==> src/rtl/cfgwd_pkg.sv <==
package cfgwd_pkg;

  // Option bits, in the positions the bus decodes.
  typedef struct packed {
    logic short_rec;  // bit 3
    logic wd_short;   // bit 2
    logic stop_en;    // bit 1
    logic wd_off;     // bit 0
  } cfg_bits_t;

  typedef enum logic [1:0] {
    PH_RUN  = 2'd0,
    PH_STOP = 2'd1,
    PH_WAKE = 2'd2
  } phase_t;

  // Watchdog timeout in cycles: 2^exp_bits - 2^sub_bits.
  function automatic int unsigned wd_limit(input int unsigned exp_bits,
                                           input int unsigned sub_bits);
    return (32'd1 << exp_bits) - (32'd1 << sub_bits);
  endfunction

  // Recovery delay: a reset-sourced exit always takes the long delay.
  function automatic int unsigned wake_delay(input logic short_sel,
                                             input logic via_rst,
                                             input int unsigned short_cyc,
                                             input int unsigned long_cyc);
    return (short_sel && !via_rst) ? short_cyc : long_cyc;
  endfunction

endpackage

==> src/rtl/cfg_once_reg.sv <==
module cfg_once_reg
  import cfgwd_pkg::*;
#(
  parameter int unsigned ADDR_W   = 8,
  parameter int unsigned DATA_W   = 8,
  parameter int unsigned REG_ADDR = 32'h1F
) (
  input  logic              clk,
  input  logic              rst_n,
  input  logic              sel,
  input  logic              wr,
  input  logic [ADDR_W-1:0] addr,
  input  logic [DATA_W-1:0] wdata,
  output logic [DATA_W-1:0] rdata,
  output cfg_bits_t         cfg_q,
  output logic              locked_q,
  output logic              wr_hit
);

  localparam int unsigned IMPL = $bits(cfg_bits_t);
  localparam logic [ADDR_W-1:0] MY_ADDR = ADDR_W'(REG_ADDR);

  logic addr_hit;
  logic take_write;
  logic unused_hi;

  assign addr_hit   = sel && (addr == MY_ADDR);
  assign wr_hit     = addr_hit && wr;
  assign take_write = wr_hit && !locked_q;
  assign unused_hi  = ^wdata[DATA_W-1:IMPL];

  always_ff @(posedge clk or negedge rst_n) begin
    if (!rst_n) begin
      cfg_q    <= '0;
      locked_q <= 1'b0;
    end else if (take_write) begin
      cfg_q    <= cfg_bits_t'(wdata[IMPL-1:0]);
      locked_q <= 1'b1;
    end
  end

  always_comb begin
    rdata = '0;
    if (addr_hit) rdata[IMPL-1:0] = cfg_q;
  end

endmodule

==> src/rtl/wdog_timer.sv <==
module wdog_timer
  import cfgwd_pkg::*;
#(
  parameter int unsigned LONG_EXP  = 18,
  parameter int unsigned SHORT_EXP = 13,
  parameter int unsigned SUB_EXP   = 4
) (
  input  logic clk,
  input  logic rst_n,
  input  logic wd_off,
  input  logic short_sel,
  input  logic service,
  output logic expire_q,
  output logic hit_now
);

  localparam int unsigned CNT_W = LONG_EXP;
  localparam int unsigned LIM_L = wd_limit(LONG_EXP, SUB_EXP);
  localparam int unsigned LIM_S = wd_limit(SHORT_EXP, SUB_EXP);
  localparam logic [CNT_W-1:0] LAST_L = CNT_W'(LIM_L - 1);
  localparam logic [CNT_W-1:0] LAST_S = CNT_W'(LIM_S - 1);

  logic [CNT_W-1:0] cnt_q;
  logic [CNT_W-1:0] last;

  assign last    = short_sel ? LAST_S : LAST_L;
  // A count already past the new limit (period shortened) ends at once.
  assign hit_now = !wd_off && !service && (cnt_q >= last);

  always_ff @(posedge clk or negedge rst_n) begin
    if (!rst_n) begin
      cnt_q    <= '0;
      expire_q <= 1'b0;
    end else if (wd_off || service) begin
      cnt_q    <= '0;
      expire_q <= 1'b0;
    end else if (hit_now) begin
      cnt_q    <= '0;
      expire_q <= 1'b1;
    end else begin
      cnt_q    <= cnt_q + 1'b1;
      expire_q <= 1'b0;
    end
  end

endmodule

==> src/rtl/stop_seq.sv <==
module stop_seq
  import cfgwd_pkg::*;
#(
  parameter int unsigned SHORT_REC = 32,
  parameter int unsigned LONG_REC  = 4096
) (
  input  logic   clk,
  input  logic   rst_n,
  input  logic   stop_en,
  input  logic   short_rec,
  input  logic   stop_req,
  input  logic   wake_req,
  input  logic   wake_rst,
  output phase_t phase_q,
  output logic   done_q,
  output logic   illegal_q
);

  localparam int unsigned CNT_W = $clog2(LONG_REC + 1);

  logic [CNT_W-1:0] cnt_q;
  logic [CNT_W-1:0] load_val;

  assign load_val = CNT_W'(wake_delay(short_rec, wake_rst, SHORT_REC, LONG_REC));

  always_ff @(posedge clk or negedge rst_n) begin
    if (!rst_n) begin
      phase_q   <= PH_RUN;
      cnt_q     <= '0;
      done_q    <= 1'b0;
      illegal_q <= 1'b0;
    end else begin
      done_q    <= 1'b0;
      illegal_q <= 1'b0;
      case (phase_q)
        PH_RUN: begin
          if (stop_req) begin
            if (stop_en) phase_q   <= PH_STOP;
            else         illegal_q <= 1'b1;
          end
        end
        PH_STOP: begin
          if (wake_req || wake_rst) begin
            cnt_q   <= load_val;
            phase_q <= PH_WAKE;
          end
        end
        PH_WAKE: begin
          if (cnt_q <= CNT_W'(1)) begin
            cnt_q   <= '0;
            phase_q <= PH_RUN;
            done_q  <= 1'b1;
          end else begin
            cnt_q <= cnt_q - 1'b1;
          end
        end
        default: phase_q <= PH_RUN;
      endcase
    end
  end

endmodule

==> src/rtl/sysopt_ctrl.sv <==
module sysopt_ctrl
  import cfgwd_pkg::*;
#(
  parameter int unsigned ADDR_W       = 8,
  parameter int unsigned CFG_ADDR     = 32'h1F,
  parameter int unsigned WD_LONG_EXP  = 18,
  parameter int unsigned WD_SHORT_EXP = 13,
  parameter int unsigned WD_SUB_EXP   = 4,
  parameter int unsigned REC_SHORT    = 32,
  parameter int unsigned REC_LONG     = 4096
) (
  input  logic              clk,
  input  logic              rst_n,
  input  logic              bus_sel,
  input  logic              bus_wr,
  input  logic [ADDR_W-1:0] bus_addr,
  input  logic [7:0]        bus_wdata,
  output logic [7:0]        bus_rdata,
  input  logic              wd_service,
  input  logic              stop_req,
  input  logic              wake_req,
  input  logic              wake_rst,
  output logic              wd_rst_req,
  output logic              rec_done,
  output logic              stop_illegal
);

  localparam int unsigned DATA_W = 8;

  // Named internal events for the checker.
  cfg_bits_t cfg_q;
  logic      cfg_locked;
  logic      cfg_wr_hit;
  logic      wd_hit_now;
  phase_t    seq_phase;

  cfg_once_reg #(
    .ADDR_W  (ADDR_W),
    .DATA_W  (DATA_W),
    .REG_ADDR(CFG_ADDR)
  ) u_cfg (
    .clk     (clk),
    .rst_n   (rst_n),
    .sel     (bus_sel),
    .wr      (bus_wr),
    .addr    (bus_addr),
    .wdata   (bus_wdata),
    .rdata   (bus_rdata),
    .cfg_q   (cfg_q),
    .locked_q(cfg_locked),
    .wr_hit  (cfg_wr_hit)
  );

  wdog_timer #(
    .LONG_EXP (WD_LONG_EXP),
    .SHORT_EXP(WD_SHORT_EXP),
    .SUB_EXP  (WD_SUB_EXP)
  ) u_wdog (
    .clk      (clk),
    .rst_n    (rst_n),
    .wd_off   (cfg_q.wd_off),
    .short_sel(cfg_q.wd_short),
    .service  (wd_service),
    .expire_q (wd_rst_req),
    .hit_now  (wd_hit_now)
  );

  stop_seq #(
    .SHORT_REC(REC_SHORT),
    .LONG_REC (REC_LONG)
  ) u_seq (
    .clk      (clk),
    .rst_n    (rst_n),
    .stop_en  (cfg_q.stop_en),
    .short_rec(cfg_q.short_rec),
    .stop_req (stop_req),
    .wake_req (wake_req),
    .wake_rst (wake_rst),
    .phase_q  (seq_phase),
    .done_q   (rec_done),
    .illegal_q(stop_illegal)
  );

endmodule

==> config.mk <==
export PLATFORM = sky130hd
export DESIGN_NAME = sysopt_ctrl
export DESIGN_NICKNAME = d
export VERILOG_FILES = /design/src/rtl/cfgwd_pkg.sv /design/src/rtl/cfg_once_reg.sv /design/src/rtl/wdog_timer.sv /design/src/rtl/stop_seq.sv /design/src/rtl/sysopt_ctrl.sv
export SDC_FILE = /design/constraint.sdc
export NUM_CORES = 1
export LEC_CHECK = 0
export ABC_AREA = 1
export BUFFER_PORTS_ARGS = -buffer_cell sky130_fd_sc_hd__buf_2
export CORE_MARGIN = 2
export CORE_UTILIZATION = 30
export DETAILED_ROUTE_END_ITERATION = 12
export PLACE_DENSITY = 0.54
export SKIP_CTS_REPAIR_TIMING = 1
export SLEW_MARGIN = 40
export SYNTH_ARGS = -nofsm -noshare
export SYNTH_HDL_FRONTEND = slang
export SYNTH_SLANG_ARGS = --single-unit
==> constraint.sdc <==
create_clock -name clk -period 2.61 [get_ports clk]
set_clock_uncertainty 0.05 [all_clocks]
set_input_delay 0.1305 -clock clk [delete_from_list [all_inputs] [get_ports clk]]
set_output_delay 0.1305 -clock clk [all_outputs]
set_load 0.05 [all_outputs]
Word level (Yosys, flattened, before mapping):

Index checks and enable logic that the tools add are counted.

* bits in registers: 41
* input bits: 24
* output and inout bits: 11
* logic and storage cells: 58

* add/sub/neg operators: 2
* $lt $le $gt $ge: 2
* equality and inequality tests: 7
* mux-type cells: 20
* reduce and logical (&&, ||, !) cells: 16

Operators by type and width (number)
* 18-bit 2-to-1 mux: 3
* 13-bit 2-to-1 mux: 3
* 13-bit case mux with 2 select lines: 1
* 18-bit by 1-bit adder with 18-bit output (second input constant): 1
* 18-bit greater-or-equal comparator: 1
* 13-bit by 1-bit <= comparator with 1-bit output (second input constant): 1
* 13-bit by 1-bit subtractor with 13-bit output (second input constant): 1
* 8-bit by 5-bit equality test with 1-bit output (second input constant): 1
* 2-bit 2-to-1 mux: 4
* 1-bit 2-to-1 mux: 7
* 1-bit logical AND: 6
* 2-bit case mux with 3 select lines: 1
* 1-bit zero test: 4
* 4-bit 2-to-1 mux: 1
* 2-bit by 1-bit inequality test with 1-bit output (second input constant): 2
* 2-bit inequality test (second input constant): 2
* 4-bit AND reduction: 1
* 2-bit by 1-bit equality test with 1-bit output (second input constant): 1
* 2-bit equality test (second input constant): 1
* 2-bit zero test: 1
* 1-bit logical OR: 2
* 2-bit AND reduction: 1
* 2-bit nonzero test: 1

Logic depth before layout (Yosys ltp):

* depth after elaboration: 5
* depth in mapped cells: 10
* gate-level depth less buffers: 10

Hierarchy:

From an unflattened synthesis, not the netlist that was laid out.

* cell total of the unflattened synthesis: 330
* area total of the unflattened synthesis: 2626.3 um2

By module, submodules not included
* wdog_timer: times used 1, cells each 154, area an instance 1192.4 um2
* stop_seq: times used 1, cells each 132, area an instance 1098.6 um2
* cfg_once_reg: times used 1, cells each 44, area an instance 335.3 um2

Least setup slack after synthesis:

OpenSTA, ideal clock, no wires.

* path kind: register to register
* start point: register u_cfg.cfg_q[2] (netlist name)
* end point: register u_wdog.cnt_q[6]
* library setup time: 0.120 ns
* arrival time: 1.455 ns
* required time: 2.440 ns
* slack: 0.985 ns
* stages on the path, launching flop included: 10
* buffers on the path: 1
* clock period less this slack: 1.625 ns
* cell sequence: dfrtp_1 ha_1 nand2_1 nor2_1 nand3_2 nor2_1 nor2_2 nand3_4 buf_6 nor2_1

* cells in the longest elaborated chain, start to end: 5

RTL lines
* 18-bit 2-to-1 mux: line wdog_timer.sv:26 `assign last = short_sel ? LAST_S : LAST_L;`
* 18-bit greater-or-equal comparator: line wdog_timer.sv:28 `assign hit_now = !wd_off && !service && (cnt_q >= last);`
* 1-bit logical AND: line wdog_timer.sv:28
* 18-bit 2-to-1 mux: line wdog_timer.sv:37 `end else if (hit_now) begin`
* 18-bit 2-to-1 mux: line wdog_timer.sv:34 `end else if (wd_off || service) begin`
* end signal, assigned: line wdog_timer.sv:41 `cnt_q <= cnt_q + 1'b1;`
* end, declared: line wdog_timer.sv:23 `logic [CNT_W-1:0] cnt_q;`

Every way passes these cells.
A chain may end at the register's enable or synchronous reset.

Worst setup path after layout:

* start point: register u_cfg.cfg_q[2] (netlist name)
* end point: register u_wdog.cnt_q[0]

* cells in the longest elaborated chain, start to end: 5

RTL lines (line)
* 18-bit 2-to-1 mux: wdog_timer.sv:26
* 18-bit greater-or-equal comparator: wdog_timer.sv:28
* 1-bit logical AND: wdog_timer.sv:28
* 18-bit 2-to-1 mux: wdog_timer.sv:37
* 18-bit 2-to-1 mux: wdog_timer.sv:34

Every way passes these cells.

==> flow_summary.toml <==
[timing]
tightest_slew_ns = 0.532
finalSetupViolCount = 0
rsz0062_at_grt = "false"
fmax_mhz = 559
hold_ws_ns = -0.00320
min_period_over_period_pct = 68.6
max_slew_margin_pct = 64.5
setup_tns_ns = 0
fin_ws_ns = 0.820
finalHoldViolations = 2
final.min_clock_period_ns = 1.79
slew_violations = 0

[outcome]
violations = "hold timing"
outcome = "finished, violations left"

[global_routing]
grt_pass1_vias = 1808
overflow = 0
antenna_found_initial = 0
grt_max_degree = 42
grt_use_total_pct = 11.7
grt_pass1_wl_um = 8090

[drt]
wl_per_cell_um = 10.3
ant_nets = 0
drt_iter0_drc = 68
wl_um = 4380
drc = 0
viasPerCell = 4.34
dr.pass1.iters = 4
vias = 1844

[synth]
synth.top_cell.area_share_pct = 43.7
syn_avg_cell_area_sq_um = 8.15
netlist_instances = 288
synthTopCellsByCount = "nand2_1 (67), nor2_1 (53), dfrtp_1 (41), inv_1 (27), xor2_1 (15)"
ys_warn_count = 0
yosysSeqAreaShare_pct = 43.7
ys_ff_latch = 41
synth_edf_count = 0
synth_most_common_cell = "nand2_1"
synth_cell_types = 34
ys.flop_type = "dfrtp_1"
synthArstFlopShare_pct = 100
synth.area.top_cells = "dfrtp_1 (44%), nand2_1 (11%), nor2_1 (8.5%)"
yosysTopAreaCell = "dfrtp_1"
syn_area_sq_mm = 0.00235

[floorplanning]
die_height_um = 92.5
row_count = 32
die_area_sq_mm = 0.00855
start_util_pct = 30.7
core_area_sq_mm = 0.00765
dieWidth_um = 92.5
io_pins = 35

[clocking]
clk_latency_ns = 0.29
h-tree-depth = 2
cts_sinks = 41
root_buffer = "clkbuf_8"
cts_made_buffers = 5
cts_buffer_depth = 2
path_clk_slew_ns = 0.08
cts_tree = "yes"

[placement]
dpl_cell_area_sq_mm = 0.00257
port-buffer-count = 26
gp_congestion = 0.805
dp.cells = 413
dp_hpwl_um = 3250
place_ws_ns = 0.801

[hold_path]
hp-class = "in -> reg"

[critical_path]
endpoint = "u_wdog.cnt_q[0]"
cp_data_required_time_ns = 2.77
start_kind = "flip-flop"
end_kind = "flip-flop"
r2r-end = "u_wdog.cnt_q[0]"
r2r_slack_ns = 0.82
crit_start = "u_cfg.cfg_q[2]"
reg2reg_from = "u_cfg.cfg_q[2]"
r2r_cells = 8
crit_type = "reg -> reg"
crit_arrival_ns = 1.95
crit_fanout = 18

[flow_run]
maxCapViolCount = 0

[final_layout]
fin_util_pct = 35.7
final-instance-count-excl-fill = 425
syn_to_final_growth_pct = 16.1
diodes = 0
drive_gt1_share_pct = 17.3
fin_nets = 354
final_area_sq_mm = 0.00273

[power]
ir_worst_vdd_uv = 399
powerDensity_mw_per_mm2 = 726
p_total_mw = 1.98
p_leak_nw = 1.31
## worst min path at each step
stage	from	end	slack, ns	depth (start not counted)
floorplan	rst_n	u_cfg.cfg_q[0]	-0.22	0
global placement	wake_rst	u_seq.phase_q[0]	0.29	2
detailed placement	rst_n	u_seq.cnt_q[10]	0.11	1
CTS	rst_n	u_seq.cnt_q[11]	-0.21	1
global route	bus_wdata[0]	u_cfg.cfg_q[0]	0.002	3
finish	bus_wdata[3]	u_cfg.cfg_q[3]	-0.003	3
## sequential cells by signal (all words and copies together) (netlist names)
name	cells
u_cfg.cfg_q	4
u_wdog.cnt_q	18
u_seq.done_q	1
u_seq.illegal_q	1
u_seq.cnt_q	13
u_wdog.expire_q	1
u_cfg.locked_q	1
u_seq.phase_q	2
## where the power goes
group | switching, mW | internal, mW | total (mW)
clock network | 0.214 | 0.312 | 0.526
registers | 0.0935 | 0.733 | 0.826
logic | 0.397 | 0.229 | 0.626
## cells in the final DEF (no fill, tap or decap)
cell type / count
xnor2_1: 6
ha_1: 8
inv_1: 27
nor2_2: 7
a21boi_0: 1
buf_2: 25
nor3_2: 1
o31ai_1: 1
and3_1: 1
nand3b_4: 1
bufinv_16: 1
inv_2: 2
xor2_1: 15
nand2_1: 67
nor3_1: 3
nor2_1: 53
o21ai_1: 1
nand3_2: 2
nor2_4: 3
nand3b_1: 2
dlygate4sd3_1: 4
a31oi_1: 1
o21ai_0: 13
dfrtp_1: 41
nand4_1: 1
buf_4: 1
o22ai_1: 3
nand4_2: 1
nor3b_1: 1
a21oi_1: 4
nand3_1: 6
conb_1: 4
nand3_4: 1
nand2_2: 4
clkbuf_1: 1
o21bai_1: 3
o21bai_2: 1
clkbuf_8: 6
## routing by layer
layer	vias up	track usage (%)	share of wire, %
met5	-	0	0
met4	0	2.74	0.32
met3	2	2.69	2.9
met2	25	19.3	46
met1	855	15.4	50
li1	962	-	-
## cells by family (layout without fill, tap and decap cells)
kind of cell               Yosys count  after routing  share of synthesized area, %
AOI/OAI and AO/OA                   28             28                          6.98
and+or+nand+nor                    154            154                          30.4
other                                1              4                         0.160
DFF                                 41             41                          43.7
xor gates and xnor gates            21             21                          7.83
buffers and inverters               35             67                          6.71
adders and majority gates            8              8                          4.26
## layout make-up
type | count | area [sq um]
fillers | 790 | 4920
multi-input cells | 215 | 1180
flip-flops and latches | 41 | 1030
repair buffers | 30 | 173
well taps | 102 | 128
inverters | 29 | 109
clock buffers | 7 | 86.3
clock inverters | 1 | 30.0
## critical path, cell delays in order, from the launching register on
cell	delay [ns]
dfrtp_1	0.45
ha_1	0.32
nand2_1	0.07
inv_1	0.03
o21bai_1	0.12
nand3_1	0.09
nor2_2	0.18
nand3_4	0.23
nor2_1	0.16
No activity file was read; power rests on OpenSTA's default activity.
